`src/rtl/seq_lock_pkg.sv`:
```
package seq_lock_pkg;

  localparam int NUM_DIGITS = 3;
  localparam int SEL_W      = $clog2(NUM_DIGITS);

  typedef enum logic [2:0] {
    ST_IDLE  = 3'd0,
    ST_GOT1  = 3'd1,
    ST_GOT2  = 3'd2,
    ST_OPEN  = 3'd3,
    ST_ERROR = 3'd4
  } lock_state_t;

  // True while the lock is still collecting values
  function automatic logic in_progress(lock_state_t s);
    return (s == ST_IDLE) || (s == ST_GOT1) || (s == ST_GOT2);
  endfunction

  // Which code value the current state compares against
  function automatic logic [SEL_W-1:0] step_index(lock_state_t s);
    case (s)
      ST_GOT1: return SEL_W'(1);
      ST_GOT2: return SEL_W'(2);
      default: return SEL_W'(0);
    endcase
  endfunction

  // State reached after a matching value
  function automatic lock_state_t advance(lock_state_t s);
    case (s)
      ST_IDLE: return ST_GOT1;
      ST_GOT1: return ST_GOT2;
      ST_GOT2: return ST_OPEN;
      default: return s;
    endcase
  endfunction

endpackage

```
`src/rtl/lock_digit_cmp.sv`:
```
module lock_digit_cmp
  import seq_lock_pkg::*;
#(
  parameter int DIGIT_W = 4,
  parameter logic [NUM_DIGITS*DIGIT_W-1:0] CODE = '0
) (
  input  logic [DIGIT_W-1:0] digit_i,
  input  logic [SEL_W-1:0]   sel_i,
  output logic               match_o
);

  logic [NUM_DIGITS-1:0] hit_w;

  for (genvar k = 0; k < NUM_DIGITS; k++) begin : g_hit
    assign hit_w[k] = (digit_i == CODE[k*DIGIT_W +: DIGIT_W]);
  end

  always_comb begin
    match_o = 1'b0;
    for (int k = 0; k < NUM_DIGITS; k++) begin
      if (sel_i == SEL_W'(k)) match_o = hit_w[k];
    end
  end

endmodule

```
`src/rtl/lock_fsm.sv`:
```
module lock_fsm
  import seq_lock_pkg::*;
(
  input  logic              clk,
  input  logic              rst,
  input  logic              new_i,
  input  logic              match_i,
  output logic [SEL_W-1:0]  sel_o,
  output lock_state_t       state_o
);

  lock_state_t state_q, state_d;

  // Named events, brought out for the checks below
  logic accept_w, good_w, bad_w;

  assign accept_w = new_i && in_progress(state_q);
  assign good_w   = accept_w && match_i;
  assign bad_w    = accept_w && !match_i;
  assign sel_o    = step_index(state_q);
  assign state_o  = state_q;

  always_comb begin
    state_d = state_q;
    if (good_w)     state_d = advance(state_q);
    else if (bad_w) state_d = ST_ERROR;
  end

  always_ff @(posedge clk) begin
    if (rst) state_q <= ST_IDLE;
    else     state_q <= state_d;
  end


  no_strobe_hold_chk: assert property (@(posedge clk) disable iff (rst)
    !new_i |=> $stable(state_q));


  third_match_opens_chk: assert property (@(posedge clk) disable iff (rst)
    (good_w && state_q == ST_GOT2) |=> (state_q == ST_OPEN));


  mismatch_rejects_chk: assert property (@(posedge clk) disable iff (rst)
    bad_w |=> (state_q == ST_ERROR));


  entry_per_cycle_chk: assert property (@(posedge clk) disable iff (rst)
    good_w |=> (state_q != $past(state_q)));

endmodule

```
`src/rtl/lock_status.sv`:
```
module lock_status
  import seq_lock_pkg::*;
(
  input  logic        clk,
  input  logic        rst,
  input  lock_state_t state_i,
  output logic        door_open_o,
  output logic        error_o
);

  assign door_open_o = (state_i == ST_OPEN);
  assign error_o     = (state_i == ST_ERROR);


  error_sticky_chk: assert property (@(posedge clk) disable iff (rst)
    error_o |=> (error_o && !door_open_o));


  open_sticky_chk: assert property (@(posedge clk) disable iff (rst)
    door_open_o |=> (door_open_o && !error_o));

endmodule

```
`src/rtl/seq_lock_ctrl.sv`:
```
module seq_lock_ctrl
  import seq_lock_pkg::*;
#(
  parameter int DIGIT_W = 4,
  parameter logic [NUM_DIGITS*DIGIT_W-1:0] CODE = 12'h593
) (
  input  logic               clk,
  input  logic               rst,
  input  logic [DIGIT_W-1:0] digit_i,
  input  logic               new_i,
  output logic               door_open_o,
  output logic               error_o
);

  logic [SEL_W-1:0] sel_w;
  logic             match_w;
  lock_state_t      state_w;

  lock_digit_cmp #(.DIGIT_W(DIGIT_W), .CODE(CODE)) u_cmp (
    .digit_i (digit_i),
    .sel_i   (sel_w),
    .match_o (match_w)
  );

  lock_fsm u_fsm (
    .clk     (clk),
    .rst     (rst),
    .new_i   (new_i),
    .match_i (match_w),
    .sel_o   (sel_w),
    .state_o (state_w)
  );

  lock_status u_stat (
    .clk         (clk),
    .rst         (rst),
    .state_i     (state_w),
    .door_open_o (door_open_o),
    .error_o     (error_o)
  );


  outputs_exclusive_chk: assert property (@(posedge clk) disable iff (rst)
    !(door_open_o && error_o));

endmodule

```
`config.mk`:
```
export PLATFORM = sky130hd
export DESIGN_NAME = seq_lock_ctrl
export DESIGN_NICKNAME = d
export VERILOG_FILES = /design/src/rtl/seq_lock_pkg.sv /design/src/rtl/lock_digit_cmp.sv /design/src/rtl/lock_fsm.sv /design/src/rtl/lock_status.sv /design/src/rtl/seq_lock_ctrl.sv
export SDC_FILE = /design/constraint.sdc
export NUM_CORES = 1
export LEC_CHECK = 0
export CORE_AREA = 2 2 39 41
export DETAILED_ROUTE_END_ITERATION = 16
export DIE_AREA = 0 0 41 43
export GPL_TIMING_DRIVEN = 0
export PLACE_DENSITY = 0.45
export REMOVE_ABC_BUFFERS = 1
export SLEW_MARGIN = 20
export SYNTH_ARGS = -nofsm -noshare
export SYNTH_HDL_FRONTEND = slang
export SYNTH_SLANG_ARGS = --single-unit
export TNS_END_PERCENT = 20
```
`constraint.sdc`:
```
create_clock -name clk -period 1.16 [get_ports clk]
set_input_delay 0.232 -clock clk [delete_from_list [all_inputs] [get_ports clk]]
set_output_delay 0.232 -clock clk [all_outputs]
set_load 0.01 [all_outputs]
```
# == After elaboration in Yosys (flattened, before gate mapping) ==
# Cells that the tools add are included.
# classes
n_eq_ne,10
reduce_logical,10
n_mux,7
# op_table
op,count
$pmux 3 s3,1
$eq 3x2->1 const B,2
$mux 3,2
$eq 4x2->1 const B,1
$eq 4x3->1 const B,1
$eq 4x4->1 const B,1
$ne 4x4->1 const B,1
$pmux 2 s2,1
$eq 3x1->1 const B,1
$eq 3x3->1 const B,1
$logic_and 1x1->1,3
$logic_not 3->1,1
$mux 1,3
$eq 2x1->1 const B,1
$eq 2x2->1 const B,1
$logic_not 2->1,1
$logic_or 1x1->1,2
$reduce_and 2->1,1
$reduce_bool 2->1,1
$logic_not 1->1,1
# totals
input_bits,7
out_inout_bits,2
reg_bits,3
wordCells,28

# == Depth between registers and ports, before layout ==
# Gate-level depths: netlist (run 1).
# logic_depth
depth_word,10
depth_mapped,4

# == Modules after synthesis ==
# A second synthesis (run 1) with hierarchy kept.
# unflattened
cells_unflattened,24
area_unflattened_um2,211.5
# by_module_without_submodules
mod,cells_each,area_per_inst_um2,instances
lock_fsm,16,143.9,1
lock_digit_cmp,6,46.3,1
lock_status,2,21.3,1

# == Worst setup path after synthesis (run 1) ==
# No wires, ideal clock.
# synth_timing
kind,flip-flop to flip-flop
startpoint,"register u_fsm.state_q[0], in the netlist u_fsm.state_o[0]"
endpoint,"register u_fsm.state_q[2], in the netlist u_fsm.state_o[2]"
slack_ns,-0.110
stages_incl_launch_ff,5
arrival_time_ns,1.155
n_path_buf,0
path_cell_list,dfxtp_1 -> or2_0 -> a2111oi_2 -> o211a_1 -> nor3_1
# synth_via
elab_chain_cells,10
# synth_lines
item,line_no,text
"start, declared",lock_fsm.sv:12,"lock_state_t state_q, state_d;"
"start signal, assigned",lock_fsm.sv:31,else state_q <= state_d;
$eq 3x2->1 / $eq 3x1->1 (equally long branches),"seq_lock_pkg.sv:16, seq_lock_pkg.sv:21, seq_lock_pkg.sv:30",
$pmux 2 s2,seq_lock_pkg.sv:21,case (s)
$logic_not 2->1,lock_digit_cmp.sv:21,if (sel_i == SEL_W'(k)) match_o = hit_w[k];
$mux 1 (3 in a row),lock_digit_cmp.sv:21,
$logic_not 1->1,lock_fsm.sv:19,assign bad_w = accept_w && !match_i;
$logic_and 1x1->1,lock_fsm.sv:19,
$reduce_bool 2->1 (no source line),-,
$reduce_and 2->1 (no source line),-,
# Several ways; a longest one is shown, not always the timed one.
# A chain may end at the register's enable or synchronous reset.

# == Final worst setup path (run 1) ==
# layout_timing
startpoint,"register u_fsm.state_q[0], in the netlist u_fsm.state_o[0]"
endpoint,output port error_o
# layout_via
elab_chain_cells,1
# layout_lines
item,line_no,text
$eq 3x3->1,lock_status.sv:12,assign error_o = (state_i == ST_ERROR);
"end, declared",seq_lock_ctrl.sv:12,output logic error_o
# No other way between the ends.

==> results.sh, run 1 <==
export IMPL_synth_top_area_cell="dfxtp_1"
export IMPL_synth_most_common_cell="nor2_1"
export IMPL_place_congestion=0.729
export IMPL_postRouteWirelength_um=543
export IMPL_clock_sinks=3
export IMPL_reg2reg_from="u_fsm.state_o[0]"
export IMPL_dr_total_vias=247
export IMPL_ios=9
export IMPL_coreArea_um2=1380
export IMPL_drtIter0Drc=3
export IMPL_synthCells=27
export IMPL_drtAntennaViolNets=0
export IMPL_rsz0062_at_grt="true"
export IMPL_hold_violations=0
export IMPL_grt_ovfl_total=0
export IMPL_rr_endpoint="u_fsm.state_o[2]"
export IMPL_synth_edf_count=0
export IMPL_maxCapViolations=0
export IMPL_syn_area_um2=223
export IMPL_grt_pass1_vias=244
export IMPL_synth_cell_type_count=18
export IMPL_critPathLaunch="u_fsm.state_o[0]"
export IMPL_port_buffers=8
export IMPL_cp_end_kind="primary output"
export IMPL_synth_top_area_frac=0.270
export IMPL_cts_tree="yes"
export IMPL_status="finished, violations left"
export IMPL_initial_core_util=0.161
export IMPL_tns_ns=-0.207
export IMPL_ir_drop_mv=0.332
export IMPL_hold_slack_ns=0.479
export IMPL_ys_seq_elements=3
export IMPL_worstSetupPathType="flop to primary output"
export IMPL_grt_max_degree=9
export IMPL_clk_latency_ns=0.23
export IMPL_worstMarginPinSlew_ns=0.295
export IMPL_cts_made_buffers=3
export IMPL_p_per_area_nw_per_um2=975
export IMPL_failed_checks="setup timing"
export IMPL_final_area_um2=375
export IMPL_synthArstFlopShare=0
export IMPL_crit_arrival_ns=1.04
export IMPL_endpoint="error_o"
export IMPL_drive_gt1_frac=0.400
export IMPL_yosys_warnings=0
export IMPL_cts_htree_levels=1
export IMPL_dieArea_um2=1760
export IMPL_firstDrtPassIters=2
export IMPL_setup_viol=2
export IMPL_die_h_um=43
export IMPL_via_per_inst=4.41
export IMPL_r2r_slack_ns=-0.09
export IMPL_skew_ns=0.000873
export IMPL_maxSlewViolCount=0
export IMPL_rows=14
export IMPL_syn_area_per_cell_um2=8.25
export IMPL_hold_class="input port to flop"
export IMPL_antennaDiodeCount=0
export IMPL_grt_use_total=0.0772
export IMPL_min_period_ns=1.28
export IMPL_path_clk_slew_ns=0.04
export IMPL_yosys_top_cells_count="4 x nor2_1, 3 x dfxtp_1"
export IMPL_fin_ws_ns=-0.117
export IMPL_dieWidth_um=41
export IMPL_final_net_count=48
export IMPL_slew_headroom=0.803
export IMPL_largest_reg_flops=3
export IMPL_antenna_found_initial=0
export IMPL_ys_seq_area_frac=0.270
export IMPL_r2r_cells=4
export IMPL_placed_cell_area_um2=323
export IMPL_wire_per_inst_um=9.70
export IMPL_synthToLayoutAreaGrowth_pct=68.5
export IMPL_worst_ep_required_time_ns=0.93
export IMPL_post_route_drc_count=0
export IMPL_clk_path_buf_depth=2
export IMPL_crit_path_start_kind="flop"
export IMPL_dp_hpwl_um=405
export IMPL_crit_fanout=6
export IMPL_p_leak_nw=0.154
export IMPL_synth_ff_type="dfxtp_1"
export IMPL_max_clock_freq_ghz=0.783
export IMPL_fin_crit_sh=1.10
export IMPL_cts_root_buf="clkbuf_4"
export IMPL_grt_pass1_wl_um=903
export IMPL_yosys_top_cells_area="dfxtp_1 27%, nor4b_1 7.9%, a2111oi_2 6.7%"
## worst min path at each step
stage | cells past startpoint | end | startpoint | slack (ns)
finish | 3 | u_fsm.state_o[2] | digit_i[0] | 0.48
global placement | 2 | u_fsm.state_o[2] | u_fsm.state_o[2] | 0.55
CTS | 3 | u_fsm.state_o[2] | digit_i[0] | 0.47
detailed placement | 2 | u_fsm.state_o[2] | u_fsm.state_o[2] | 0.53
global route | 3 | u_fsm.state_o[2] | digit_i[0] | 0.49
floorplan | 1 | u_fsm.state_o[1] | rst | 0.30
## cell families (layout without fill, tap and decap cells)
logic type / count (synthesis) / in the layout / share of synthesized area
compound gates: 8 / 8 / 0.303
simple gates: 14 / 14 / 0.393
buf+inv: 2 / 15 / 0.0337
flops: 3 / 3 / 0.270
## where the power goes
group | total, mW | internal [mW] | switching (mW)
registers | 0.114 | 0.107 | 0.00744
logic | 0.0722 | 0.0393 | 0.0329
clock network | 0.180 | 0.129 | 0.0509
total | 0.366 | 0.275 | 0.0912
## routing by layer
metal / part of all wire / vias to the layer above / track usage
met4: 0 / 0 / 0.0200
met3: 0.041 / 0 / 0.0471
met1: 0.44 / 113 / 0.0833
met5: 0 / - / 0
li1: - / 130 / -
met2: 0.51 / 4 / 0.122
## through the flow
stage	power [mW]	cells	utilization	worst slack, ns
finish	0.366	56	0.271	-0.117
global route	0.400	56	0.271	-0.168
CTS	0.367	55	0.254	-0.131
detailed placement	0.183	51	0.233	-0.456
global placement	0.182	51	0.233	-0.410
floorplan	0.144	27	-	-0.110
## what timing repair did
item	4_1_cts	5_1_grt
hold buffers	0	0
endpoints found under the setup margin	5	5
resized for setup	18	6
buffers inserted	0	1
pin swaps	3	4
## cells in the final DEF, fill, tap and decap left out, drive strengths merged, types with 2 or more instances in the layout
master,n
a2111oi,2
a31oi,2
buf,3
clkbuf,4
clkdlybuf4s50,2
dfxtp,3
dlygate4sd2,4
inv,2
nor2,4
nor2b,2
nor4b,2
## cell type report
| class | instances | area (um^2) |
|---|---|---|
| Clock buffer | 4 | 26.3 |
| Inverter | 2 | 7.51 |
| Fill cell | 153 | 1010 |
| Tap cell | 16 | 20.0 |
| Multi-Input combinational cell | 22 | 181 |
| Sequential cell | 3 | 67.6 |
| Timing Repair Buffer | 9 | 72.6 |
## worst max-delay path, cell delays in order, from the launching register on
cell	delay, ns
dfxtp_4	0.35
or2_4	0.27
nor2_2	0.07
buf_2	0.12
Note: power is estimated with default switching activity, not from simulation.
==> inputs of run 2 (changes only) <==
Settings changed: HOLD_SLACK_MARGIN from default to 0.15.
==> results of run 2 <==
Final layout, timing and power as in run 1 (identical DEF).
==> inputs of run 3 (changes only) <==
Settings changed: CTS_CLUSTER_SIZE from default to 14, TNS_END_PERCENT 20 to default.
==> run 3 against run 2 <==
Effect of this change: the run still ends with setup timing left; non-clock buffer count up 1; via count up 5.7%; clock skew about the same; final cell count up 1.8%; clock-buffer cell count unchanged; clock power about the same; sequential share of layout area down 0.64 points; first-iteration DRC count down 33%; global-route usage up 0.30 points; sequential cell count unchanged; core utilization up 0.99 points; sequential power about the same; highest routed layer unchanged.
==> results.sh, run 3 (synthesis gave the netlist of run 1 again) <==
export IMPL_status="finished, violations left"
export IMPL_failed_checks="setup timing"
export IMPL_clk_path_buf_depth=2
export IMPL_fin_total_pwr_mw=0.365
export IMPL_place_congestion=0.729
export IMPL_cts_tree="yes"
export IMPL_tns_ns=-0.202
export IMPL_grt_use_total=0.0802
export IMPL_cp_end_kind="primary output"
export IMPL_final_util=0.281
export IMPL_p_leak_nw=0.158
export IMPL_rsz0062_at_grt="true"
export IMPL_crit_arrival_ns=1.01
export IMPL_dieWidth_um=41
export IMPL_cts_root_buf="clkbuf_4"
export IMPL_port_buffers=8
export IMPL_p_sw_mw=0.0899
export IMPL_postRouteWirelength_um=540
export IMPL_worstMarginPinSlew_ns=0.296
export IMPL_via_per_inst=4.58
export IMPL_critPathLaunch="u_fsm.state_o[1]"
export IMPL_grt_pass1_wl_um=938
export IMPL_worst_ep_required_time_ns=0.93
export IMPL_maxSlewViolCount=0
export IMPL_fin_crit_sh=1.07
export IMPL_dp_hpwl_um=405
export IMPL_reg2reg_from="u_fsm.state_o[1]"
export IMPL_ir_drop_mv=0.332
export IMPL_synthToLayoutAreaGrowth_pct=74.7
export IMPL_setup_viol=4
export IMPL_worst_path_max_delay_cell="dfxtp_4"
export IMPL_power_frac_seq=0.310
export IMPL_swShare=0.246
export IMPL_p_comb_frac=0.198
export IMPL_grt_max_degree=7
export IMPL_min_period_ns=1.24
export IMPL_critPathBufInv=1
export IMPL_hold_violations=0
export IMPL_initial_core_util=0.161
export IMPL_r2r_cells=4
export IMPL_hold_path_cell_count=3
export IMPL_drtIter0Drc=2
export IMPL_p_per_area_nw_per_um2=938
export IMPL_path_clk_slew_ns=0.04
export IMPL_slew_headroom=0.802
export IMPL_hold_class="input port to flop"
export IMPL_fin_ws_ns=-0.0836
export IMPL_post_route_drc_count=0
export IMPL_critPathMaxStageDelay_ns=0.34
export IMPL_skew_ns=0.000924
export IMPL_holdCritStartpoint="digit_i[0]"
export IMPL_ios=9
export IMPL_cts_hold_buffers_added=0
export IMPL_largest_reg_flops=3
export IMPL_coreArea_um2=1380
export IMPL_max_clock_freq_ghz=0.804
export IMPL_holdPathEnd="u_fsm.state_o[2]"
export IMPL_worstSetupPathType="flop to primary output"
export IMPL_grt_ovfl_total=0
export IMPL_dr_total_vias=261
export IMPL_rr_endpoint="u_fsm.state_o[2]"
export IMPL_rows=14
export IMPL_p_clk_frac=0.492
export IMPL_crit_fanout=3
export IMPL_antennaDiodeCount=0
export IMPL_critical_path_top_delay_family="flip-flops"
export IMPL_hold_slack_ns=0.472
export IMPL_wire_per_inst_um=9.47
export IMPL_layout_commonest_cell="dlygate4sd2_1"
export IMPL_antenna_found_initial=0
export IMPL_crit_path_start_kind="flop"
export IMPL_cts_made_buffers=3
export IMPL_clock_sinks=3
export IMPL_final_cell_mix="4 x dlygate4sd2_1, 3 x nor2_1, 3 x clkbuf_4"
export IMPL_firstDrtPassIters=2
export IMPL_dp_slack_ns=-0.456
export IMPL_maxCapViolations=0
export IMPL_die_h_um=43
export IMPL_dieArea_um2=1760
export IMPL_clk_latency_ns=0.23
export IMPL_p_int_mw=0.275
export IMPL_cts_htree_levels=1
export IMPL_drive_gt1_frac=0.415
export IMPL_drtAntennaViolNets=0
export IMPL_path_cells="or2_4, nor2_2, buf_2"
export IMPL_grt_pass1_vias=257
export IMPL_final_net_count=49
export IMPL_r2r_slack_ns=-0.05
## run 3: how the worst max path moves through the flow
stage,end,slack (ns),depth (start not counted)
6_report,error_o,-0.08,3
5_1_grt,error_o,-0.14,3
4_1_cts,error_o,-0.12,3
3_5_place_dp,u_fsm.state_o[0],-0.46,4
3_3_place_gp,u_fsm.state_o[0],-0.41,4
2_1_floorplan,u_fsm.state_o[2],-0.11,4
## run 3: layout make-up
| cell class | count | area, um^2 |
|---|---|---|
| clock buffers | 4 | 26.3 |
| flip-flops and latches | 3 | 67.6 |
| fillers | 153 | 995 |
| multi-input cells | 22 | 181 |
| repair buffers | 10 | 86.3 |
| inverters | 2 | 7.51 |
| well taps | 16 | 20.0 |
## run 3: metrics by stage
stage          cells  instance area, um^2
2_1_floorplan     27                  223
3_3_place_gp      51                  323
3_5_place_dp      51                  323
4_1_cts           57                  375
5_1_grt           57                  389
6_report          57                  389
## run 3: repair_timing
item / 4_1_cts / 5_1_grt
pin swaps: 5 / 1
resized for setup: 20 / 3
setup buffers: 2 / 0
setup endpoints to repair: 5 / 5
## run 3: worst reg2reg max path: cells and delay by family, from the launching register on
family / cells / cell delay, ns
flops: 1 / 0.34
simple gates: 2 / 0.29
compound gates: 2 / 0.47
## run 3: metal layers
layer  routed length, um  up-vias  track usage
met4                   0        0       0.0200
met2                 300        4        0.131
met3                  20        0       0.0471
met5                   0        -            0
li1                    -      133            -
met1                 219      124       0.0833
## run 3: power by group through the flow
stage          Clock (mW)  Sequential [mW]  Combinational, mW
2_1_floorplan           0            0.116             0.0279
3_3_place_gp            0            0.118             0.0641
3_5_place_dp            0            0.118             0.0650
4_1_cts             0.191            0.113             0.0664
5_1_grt             0.205            0.114             0.0806
6_report            0.180            0.113             0.0722
